`config.mk`:
```
export PLATFORM = sky130hd
export DESIGN_NAME = callrec_ctl
export DESIGN_NICKNAME = d
export VERILOG_FILES = /design/src/rtl/callrec_pkg.sv /design/src/rtl/callrec_size_dec.sv /design/src/rtl/callrec_sticky.sv /design/src/rtl/callrec_eff.sv /design/src/rtl/callrec_ctl.sv
export SDC_FILE = /design/constraint.sdc
export NUM_CORES = 1
export LEC_CHECK = 0
export ABC_AREA = 1
export BUFFER_PORTS_ARGS = -buffer_cell sky130_fd_sc_hd__buf_2
export CORE_AREA = 2 2 67 69
export CTS_CLUSTER_SIZE = 20
export DETAILED_ROUTE_END_ITERATION = 10
export DIE_AREA = 0 0 69 71
export PLACE_DENSITY = 0.85
export SLEW_MARGIN = 0
export SYNTH_ARGS = -nofsm -noshare
export SYNTH_HDL_FRONTEND = slang
export SYNTH_SLANG_ARGS = --single-unit
export TNS_END_PERCENT = 20
```
`constraint.sdc`:
```
create_clock -name clk -period 1.4 [get_ports clk]
set_input_delay 0.28 -clock clk [delete_from_list [all_inputs] [get_ports clk]]
set_output_delay 0.28 -clock clk [all_outputs]
set_load 0.02 [all_outputs]
```
`src/rtl/callrec_pkg.sv`:
```
// Shared constants and the size-code legality function for the call-stack
// recorder control register. Assumes a 6-bit size code.
package callrec_pkg;
    localparam int REG_W    = 64;
    localparam int CODE_W   = 6;
    localparam int POS_EN   = 0;
    localparam int POS_OF   = 1;
    localparam int POS_UF   = 2;
    localparam int POS_NP   = 3;
    localparam int POS_SZ   = 4;
    localparam int POS_PAN  = 10;
    localparam int USED_W   = POS_PAN + 1;
    localparam int MIN_CODE = 9;

    // Purpose: tell whether a size code selects a legal buffer size.
    function automatic logic size_code_legal(input logic [CODE_W-1:0] code);
        case (code)
            6'd9, 6'd10, 6'd11, 6'd12, 6'd14, 6'd16, 6'd21: return 1'b1;
            default:                                         return 1'b0;
        endcase
    endfunction
endpackage

```
`src/rtl/callrec_size_dec.sv`:
```
// Converts the stored size code to a byte count. Assumes BYTES_W covers
// 2^(largest legal code). A reserved code maps to the smallest legal size.
module callrec_size_dec
    import callrec_pkg::*;
#(
    parameter int BYTES_W = 22
) (
    input  logic [CODE_W-1:0]  code,
    output logic [BYTES_W-1:0] bytes
);
    // Purpose: pick the effective code and turn it into a power of two.
    always_comb begin
        if (size_code_legal(code))
            bytes = BYTES_W'(1) << code;
        else
            bytes = BYTES_W'(1) << MIN_CODE;
    end
endmodule

```
`src/rtl/callrec_sticky.sv`:
```
// A bank of sticky flags. A set pulse forces a flag to 1. A write loads it
// from the write data. When both happen in one cycle, the set pulse wins.
// Assumes the flags need no reset value.
module callrec_sticky #(
    parameter int N = 2
) (
    input  logic         clk,
    input  logic [N-1:0] set_p,
    input  logic         wr,
    input  logic [N-1:0] wdata,
    output logic [N-1:0] q
);
    for (genvar i = 0; i < N; i++) begin : g_flag
        // Purpose: hold one flag, with the set pulse taking priority.
        always_ff @(posedge clk) begin
            if (set_p[i])
                q[i] <= 1'b1;
            else if (wr)
                q[i] <= wdata[i];
        end
    end
endmodule

```
`src/rtl/callrec_eff.sv`:
```
// Derives the effective privilege controls from the stored bits, the
// translation state and the governing level-0 enable field.
module callrec_eff #(
    parameter int ENA_W = 2
) (
    input  logic             pan_q,
    input  logic             np_q,
    input  logic             xlat_off,
    input  logic             perm_missing,
    input  logic             l2_on,
    input  logic [1:0]       host_pair,
    input  logic [ENA_W-1:0] l1_ena,
    input  logic [ENA_W-1:0] l2_ena,
    output logic             eff_pan_never,
    output logic             eff_unpriv
);
    localparam logic [ENA_W-1:0] ENA_ALL = '1;
    logic [ENA_W-1:0] gov;

    // Purpose: choose which enable field governs level 0.
    always_comb gov = (l2_on && host_pair == 2'b11) ? l2_ena : l1_ena;

    // Purpose: apply the overrides to the stored PAN and NP bits.
    always_comb begin
        eff_pan_never = pan_q && !xlat_off && !perm_missing;
        eff_unpriv    = np_q || xlat_off || (gov == ENA_ALL);
    end
endmodule

```
`src/rtl/callrec_ctl.sv`:
```
// Top of the call-stack recorder control register. It stores the fields,
// serves level-tagged reads and writes and drives the effective values to
// the recorder. Read data is combinational from acc_lvl. Only EN is reset.
module callrec_ctl
    import callrec_pkg::*;
#(
    parameter int BYTES_W = 22
) (
    input  logic               clk,
    input  logic               rst_n,
    input  logic [1:0]         acc_lvl,
    input  logic               wr_en,
    input  logic [REG_W-1:0]   wr_data,
    output logic [REG_W-1:0]   rd_data,
    input  logic               ovf_set,
    input  logic               unf_set,
    input  logic               xlat_off,
    input  logic               perm_missing,
    input  logic               l2_on,
    input  logic [1:0]         host_pair,
    input  logic [1:0]         l1_ena,
    input  logic [1:0]         l2_ena,
    output logic               rec_en,
    output logic               rec_ovf,
    output logic               rec_unf,
    output logic               eff_unpriv,
    output logic               eff_pan_never,
    output logic [BYTES_W-1:0] buf_bytes
);
    logic              en_q, np_q, pan_q;
    logic [CODE_W-1:0] size_q;
    logic [1:0]        flags_q;
    logic              lvl0;
    logic              unused_hi;

    assign lvl0      = (acc_lvl == 2'd0);
    assign unused_hi = ^wr_data[REG_W-1:USED_W];

    // Purpose: hold the enable bit, cleared by reset.
    always_ff @(posedge clk) begin
        if (!rst_n)
            en_q <= 1'b0;
        else if (wr_en)
            en_q <= wr_data[POS_EN];
    end

    // Purpose: hold the size code, written from any level.
    always_ff @(posedge clk) begin
        if (wr_en)
            size_q <= wr_data[POS_SZ +: CODE_W];
    end

    // Purpose: hold PAN and NP, which level 0 cannot write.
    always_ff @(posedge clk) begin
        if (wr_en && !lvl0) begin
            np_q  <= wr_data[POS_NP];
            pan_q <= wr_data[POS_PAN];
        end
    end

    callrec_sticky #(.N(2)) u_flags (
        .clk   (clk),
        .set_p ({unf_set, ovf_set}),
        .wr    (wr_en),
        .wdata ({wr_data[POS_UF], wr_data[POS_OF]}),
        .q     (flags_q)
    );

    callrec_eff #(.ENA_W(2)) u_eff (
        .pan_q         (pan_q),
        .np_q          (np_q),
        .xlat_off      (xlat_off),
        .perm_missing  (perm_missing),
        .l2_on         (l2_on),
        .host_pair     (host_pair),
        .l1_ena        (l1_ena),
        .l2_ena        (l2_ena),
        .eff_pan_never (eff_pan_never),
        .eff_unpriv    (eff_unpriv)
    );

    callrec_size_dec #(.BYTES_W(BYTES_W)) u_size (
        .code  (size_q),
        .bytes (buf_bytes)
    );

    // Purpose: build the read view, with fixed PAN and NP for level 0.
    always_comb begin
        rd_data                   = '0;
        rd_data[POS_EN]           = en_q;
        rd_data[POS_OF]           = flags_q[0];
        rd_data[POS_UF]           = flags_q[1];
        rd_data[POS_NP]           = lvl0 ? 1'b1 : np_q;
        rd_data[POS_SZ +: CODE_W] = size_q;
        rd_data[POS_PAN]          = lvl0 ? 1'b0 : pan_q;
    end

    // Purpose: expose the stored state bits to the recorder.
    always_comb begin
        rec_en  = en_q;
        rec_ovf = flags_q[0];
        rec_unf = flags_q[1];
    end
endmodule

```
==> flow_metrics.tcl, run 1 <==
set metrics [dict create \
    row_count 24 \
    holdBufCountCts 0 \
    min_delay_path_depth 3 \
    critPathKind "reg -> out" \
    violations "setup timing" \
    crit_arrival_ns 1.38 \
    finalCritPeriodShare_pct 119 \
    start_util_pct 25.9 \
    hpwlAfterDp_um 1700 \
    power_leakage_nw 0.800 \
    path_clk_slew_ns 0.05 \
    viasPerCell 3.37 \
    final-seq-area_sq_um 300 \
    ir_drop_v 0.000586 \
    total_power_mw 1.14 \
    status "complete, but fails checks" \
    htree_num_levels 1 \
    synthesis.area_sq_mm 0.00109 \
    cp.required_ns 1.12 \
    core_area_sq_mm 0.00420 \
    drive_gt1_share_pct 43.3 \
    skew_ns 0 \
    cts_sinks 11 \
    insertion_delay_ns 0.23 \
    gr-total-overflow 0 \
    cp-end-kind "primary output" \
    post_dp_cell_area_sq_mm 0.00119 \
    fp.dieW_um 69 \
    chipHeight_um 71 \
    yosysTopAreaCell "buf_4" \
    layout_common_cells "conb_1, buf_2, nand2_1, buf_4" \
    instances_no_fill 253 \
    ys_seq_area_share_pct 27.6 \
    r2r_end "rec_en" \
    drt_iter0_markers 17 \
    routed_wl_um 2040 \
    critPathBufInv 3 \
    synth_seq_cells 11 \
    vias 852 \
    async_flop_share_pct 0 \
    synth_top_flop_cell "edfxtp_1" \
    dr.pass1.iters 4 \
    ios 171 \
    grt_antenna_before_repair 0 \
    slowest_stage "edfxtp_1" \
    path_cells "buf_4, inv_1, nor2_1, nand2_1, nand2_2, o21bai_4, buf_6" \
    avgSynthCellArea_sq_um 7.77 \
    clockBufferDepth 2 \
    drc 0 \
    numCtsBuffers 3 \
    startpoint_type "flop" \
    grt_pass1_vias 688 \
    final_common_cell "conb_1" \
    grt_pass1_wl_um 2830 \
    drv_cap 0 \
    wl_per_cell_um 8.05 \
    synthCells 140 \
    rsz0062_at_grt "true" \
    setup_viol 7 \
    dp.cells 244 \
    fmax_mhz 601 \
    cp_top_family "flip-flops" \
    grt_usage_pct 7.22 \
    n_fill_cell 457 \
    cts_tree "built" \
    setup_ws_ns -0.265 \
    worstReg2RegStart "rec_en" \
    final_hold_viol_count 0 \
    io_buffers 49 \
    layout.nets 282 \
    slew_viol_final 0 \
    clockRootBuffer "clkbuf_8" \
    grt_max_degree 11 \
    crit_fanout 5 \
    min_from "ovf_set" \
    gp_congestion 0.775 \
    synth_edf_count 8 \
    period_minus_slack_ns 1.66 \
    yosysWarnings 0 \
    holdPathEnd "u_flags.q[0]" \
    reg2reg_slack_ns 0.78 \
    synth.area.top_cells "buf_4, edfxtp_1, dfxtp_1" \
    p_per_area_mw_per_mm2 829 \
    hold_class "in -> reg" \
    slowest_delay_ns 0.46 \
    synth_top_area_share_pct 49.0 \
    antenna_cells 0 \
    synth_cell_types 17 \
    multi_input_area_sq_um 529 \
    fin_area_sq_mm 0.00138 \
    ant_nets 0 \
    area_growth_pct 26.8 \
    dieArea_sq_mm 0.00490 \
    r2r_cells 2 \
]
## worst register-to-register path, stage by stage, from the launching register on
cell and delay [ns]:
dfxtp_1 0.31, o21ai_0 0.15, nor2_1 0.05
## cells by family (layout without fill, tap and decap cells)
group | after synthesis | count (layout) | share of synthesized area, %
AO/OA/AOI/OAI | 5 | 5 | 2.76
buffers and inverters | 85 | 79 | 53.9
flip-flops | 11 | 11 | 27.6
other | 1 | 68 | 0.345
AND/OR/NAND/NOR | 38 | 38 | 15.4
## power by group
| part | total (mW) | internal [mW] | switching, mW |
|---|---|---|---|
| sequential | 0.405 | 0.379 | 0.0262 |
| clock | 0.315 | 0.200 | 0.115 |
| combinational | 0.424 | 0.120 | 0.303 |
| total | 1.14 | 0.699 | 0.445 |
## cell type report
cell class	count	area share [%]
multi-input combinational	111	38.4
timing repair buffer	61	28.0
sequential	11	21.8
tap	52	4.72
inverter	14	3.81
clock buffer	4	3.27
## how the worst max path moves through the flow
stage               startpoint  slack [ns]       endpoint  cells after the start
floorplan            size_q[5]       -0.03  buf_bytes[10]                      3
global placement     size_q[4]       -0.01   buf_bytes[9]                      5
detailed placement   size_q[4]       -0.03   buf_bytes[9]                      5
CTS                  size_q[5]       -0.25   buf_bytes[9]                      8
global route         size_q[4]       -0.35   buf_bytes[9]                      5
finish               size_q[2]       -0.26   buf_bytes[9]                      7
## state kept, by name (all words and copies together), names as in the netlist
signal,count
size_q,6
u_flags.q,2
rec_en,1
np_q,1
pan_q,1
## cell usage after synthesis (2+ instances only)
cell type,count
nand3_1,7
a21oi_1,2
nor2_1,12
nand2_1,13
inv_1,14
buf_4,71
nor3_1,2
edfxtp_1,8
dfxtp_1,3
## through the flow
stage / hold slack, ns / utilization (%) / TNS, ns / worst slack, ns
after CTS: 0.207 / 30.7 / -1.24 / -0.245
after floorplan: 0.368 / - / -0.0584 / -0.0317
final: 0.216 / 32.8 / -1.24 / -0.265
after detailed placement: 0.459 / 28.4 / -0.0312 / -0.0312
after global routing: 0.206 / 32.8 / -1.85 / -0.345
after global placement: 0.451 / 28.4 / -0.00989 / -0.00989
## repair_timing
item / 4_1_cts / 5_1_grt
setup endpoints to repair: 7 / 7
pin swaps: 5 / 6
gates cloned: 0 / 0
setup buffers: 1 / 4
gates resized for setup: 15 / 20
## layer usage
layer / vias up / GRT usage (%) / wire (um)
met1: 363 / 8.50 / 724
met5: - / 0 / 0
li1: 415 / - / -
met2: 72 / 11.9 / 1070
met4: 0 / 5.23 / 18
met3: 2 / 1.28 / 224
(Power assumes the default switching activity.)
==> run 2: changes to the inputs <==
--- a/config.mk
+++ b/config.mk
@@ -8,6 +8,7 @@
 export ABC_AREA = 1
 export BUFFER_PORTS_ARGS = -buffer_cell sky130_fd_sc_hd__buf_2
 export CORE_AREA = 2 2 67 69
+export CTS_BUF_LIST = sky130_fd_sc_hd__clkbuf_8
 export CTS_CLUSTER_SIZE = 20
 export DETAILED_ROUTE_END_ITERATION = 10
 export DIE_AREA = 0 0 69 71
==> flow_metrics.tcl, run 2 (same netlist as run 1, synthesis figures left out) <==
set metrics [dict create \
    crit_fanout 5 \
    final_hold_viol_count 0 \
    setup_ws_ns -0.266 \
    violations "setup timing" \
    cp.required_ns 1.12 \
    holdBufCountCts 0 \
    crit_arrival_ns 1.39 \
    status "complete, but fails checks" \
    regMostFlops "size_q" \
    ant_nets 0 \
    n_fill_cell 457 \
    ir_drop_v 0.000585 \
    grt_util_met2_pct 11.9 \
    core_area_sq_mm 0.00420 \
    combPwrFrac_pct 37.2 \
    dp.cells 244 \
    cts_tree "built" \
    fmax_mhz 600 \
    grt_antenna_before_repair 0 \
    drive_gt1_share_pct 43.3 \
    rsz0062_at_grt "true" \
    grt_max_degree 11 \
    chipHeight_um 71 \
    wl_per_cell_um 8.06 \
    met1_usage_pct 8.50 \
    slowest_stage "edfxtp_1" \
    gr-total-overflow 0 \
    grt_pass1_vias 688 \
    finalCritPeriodShare_pct 119 \
    instances_no_fill 253 \
    layout_common_cells "conb_1, buf_2, nand2_1, buf_4" \
    hold_class "in -> reg" \
    grt_usage_pct 7.22 \
    viasPerCell 3.37 \
    grt_pass1_wl_um 2830 \
    clockRootBuffer "clkbuf_8" \
    largest_reg_flops 6 \
    top_usage_layer "met2" \
    cp_top_family "flip-flops" \
    fin_area_sq_mm 0.00138 \
    p_sw_mw 0.446 \
    layout.nets 282 \
    startpoint_type "flop" \
    path_cells "buf_4, inv_1, nor2_1, nand2_1, nand2_2, o21bai_4, buf_6" \
    skew_ns 0 \
    final-seq-area_sq_um 300 \
    fp.dieW_um 69 \
    p_int_mw 0.692 \
    slew_viol_final 0 \
    hpwlAfterDp_um 1700 \
    dr.pass1.iters 4 \
    drt_iter0_markers 17 \
    p_per_area_mw_per_mm2 825 \
    row_count 24 \
    area_growth_pct 26.8 \
    r2r_cells 2 \
    numCtsBuffers 3 \
    min_delay_path_depth 3 \
    cts_sinks 11 \
    critPathKind "reg -> out" \
    slowest_delay_ns 0.46 \
    pwr-share-seq_pct 35.6 \
    insertion_delay_ns 0.23 \
    switching_share_pct 39.2 \
    final_common_cell "conb_1" \
    clock_power_share_pct 27.2 \
    gp_congestion 0.775 \
    dp_slack_ns -0.0312 \
    grtUsageMet3_pct 1.28 \
    cp-end-kind "primary output" \
    start_util_pct 25.9 \
    critPathBufInv 3 \
    post_dp_cell_area_sq_mm 0.00119 \
    drv_cap 0 \
    clockBufferDepth 2 \
    io_buffers 49 \
    final_core_util_pct 32.8 \
    routed_wl_um 2040 \
    antenna_cells 0 \
    path_clk_slew_ns 0.05 \
    fin_hold_ws_ns 0.216 \
    worst-path-stages 7 \
    vias 853 \
    multi_input_area_sq_um 529 \
    power_leakage_nw 0.804 \
    drc 0 \
    dieArea_sq_mm 0.00490 \
    largestRegisters "size_q x6, u_flags.q x2" \
    period_minus_slack_ns 1.67 \
    htree_num_levels 1 \
    ios 171 \
    setup_viol 7 \
]
==> run 2: cell count changes in the layout (fill, tap and decap cells not counted), sizes merged <==
cell,previous run,this run
inv,14,15
clkbuf,4,3
==> run 2: worst reg2reg max path: stages, from the launching register on <==
cell	delay, ns
dfxtp_1	0.31
o21ai_0	0.15
nor2_1	0.05
==> run 2: power by group through the flow <==
stage	Sequential, mW	Combinational [mW]	Clock, mW
6_report	0.405	0.424	0.309
2_1_floorplan	0.432	0.392	0
3_5_place_dp	0.409	0.373	0
3_3_place_gp	0.408	0.368	0
5_1_grt	0.409	0.454	0.337
4_1_cts	0.403	0.387	0.327
==> run 2: per-stage QoR <==
step           setup TNS (ns)  total power, mW
6_report                -1.25             1.14
5_1_grt                 -1.85             1.20
4_1_cts                 -1.24             1.12
3_5_place_dp          -0.0312            0.782
3_3_place_gp         -0.00989            0.776
2_1_floorplan         -0.0584            0.824
==> run 2: worst paths after layout <==
kind / to / slack (ns) / from
setup / recovery: buf_bytes[9] / -0.27 / size_q[2]
hold / removal: u_flags.q[0] / 0.22 / ovf_set
setup reg to reg: rec_en / 0.78 / rec_en
hold reg to reg: u_flags.q[0] / 0.48 / u_flags.q[0]
==> run 2: final cells by class <==
type                    count  share of cell area, %
flip-flops and latches     11                   21.8
clock inverters             1                  0.272
clock buffers               3                   2.99
repair buffers             61                   28.0
well taps                  52                   4.72
multi-input cells         111                   38.4
inverters                  14                   3.81
==> run 2: layer usage <==
metal,part of all wire [%],vias to the layer above
met2,53,72
met4,0.88,0
li1,-,415
met3,11,2
met1,36,364
met5,0,-
==> run 2: repair_timing <==
item	in CTS	in global routing
gates resized for setup	15	20
endpoints found under the hold margin	0	0
setup buffers	1	4
pin swaps	5	6
setup endpoints to repair	7	7
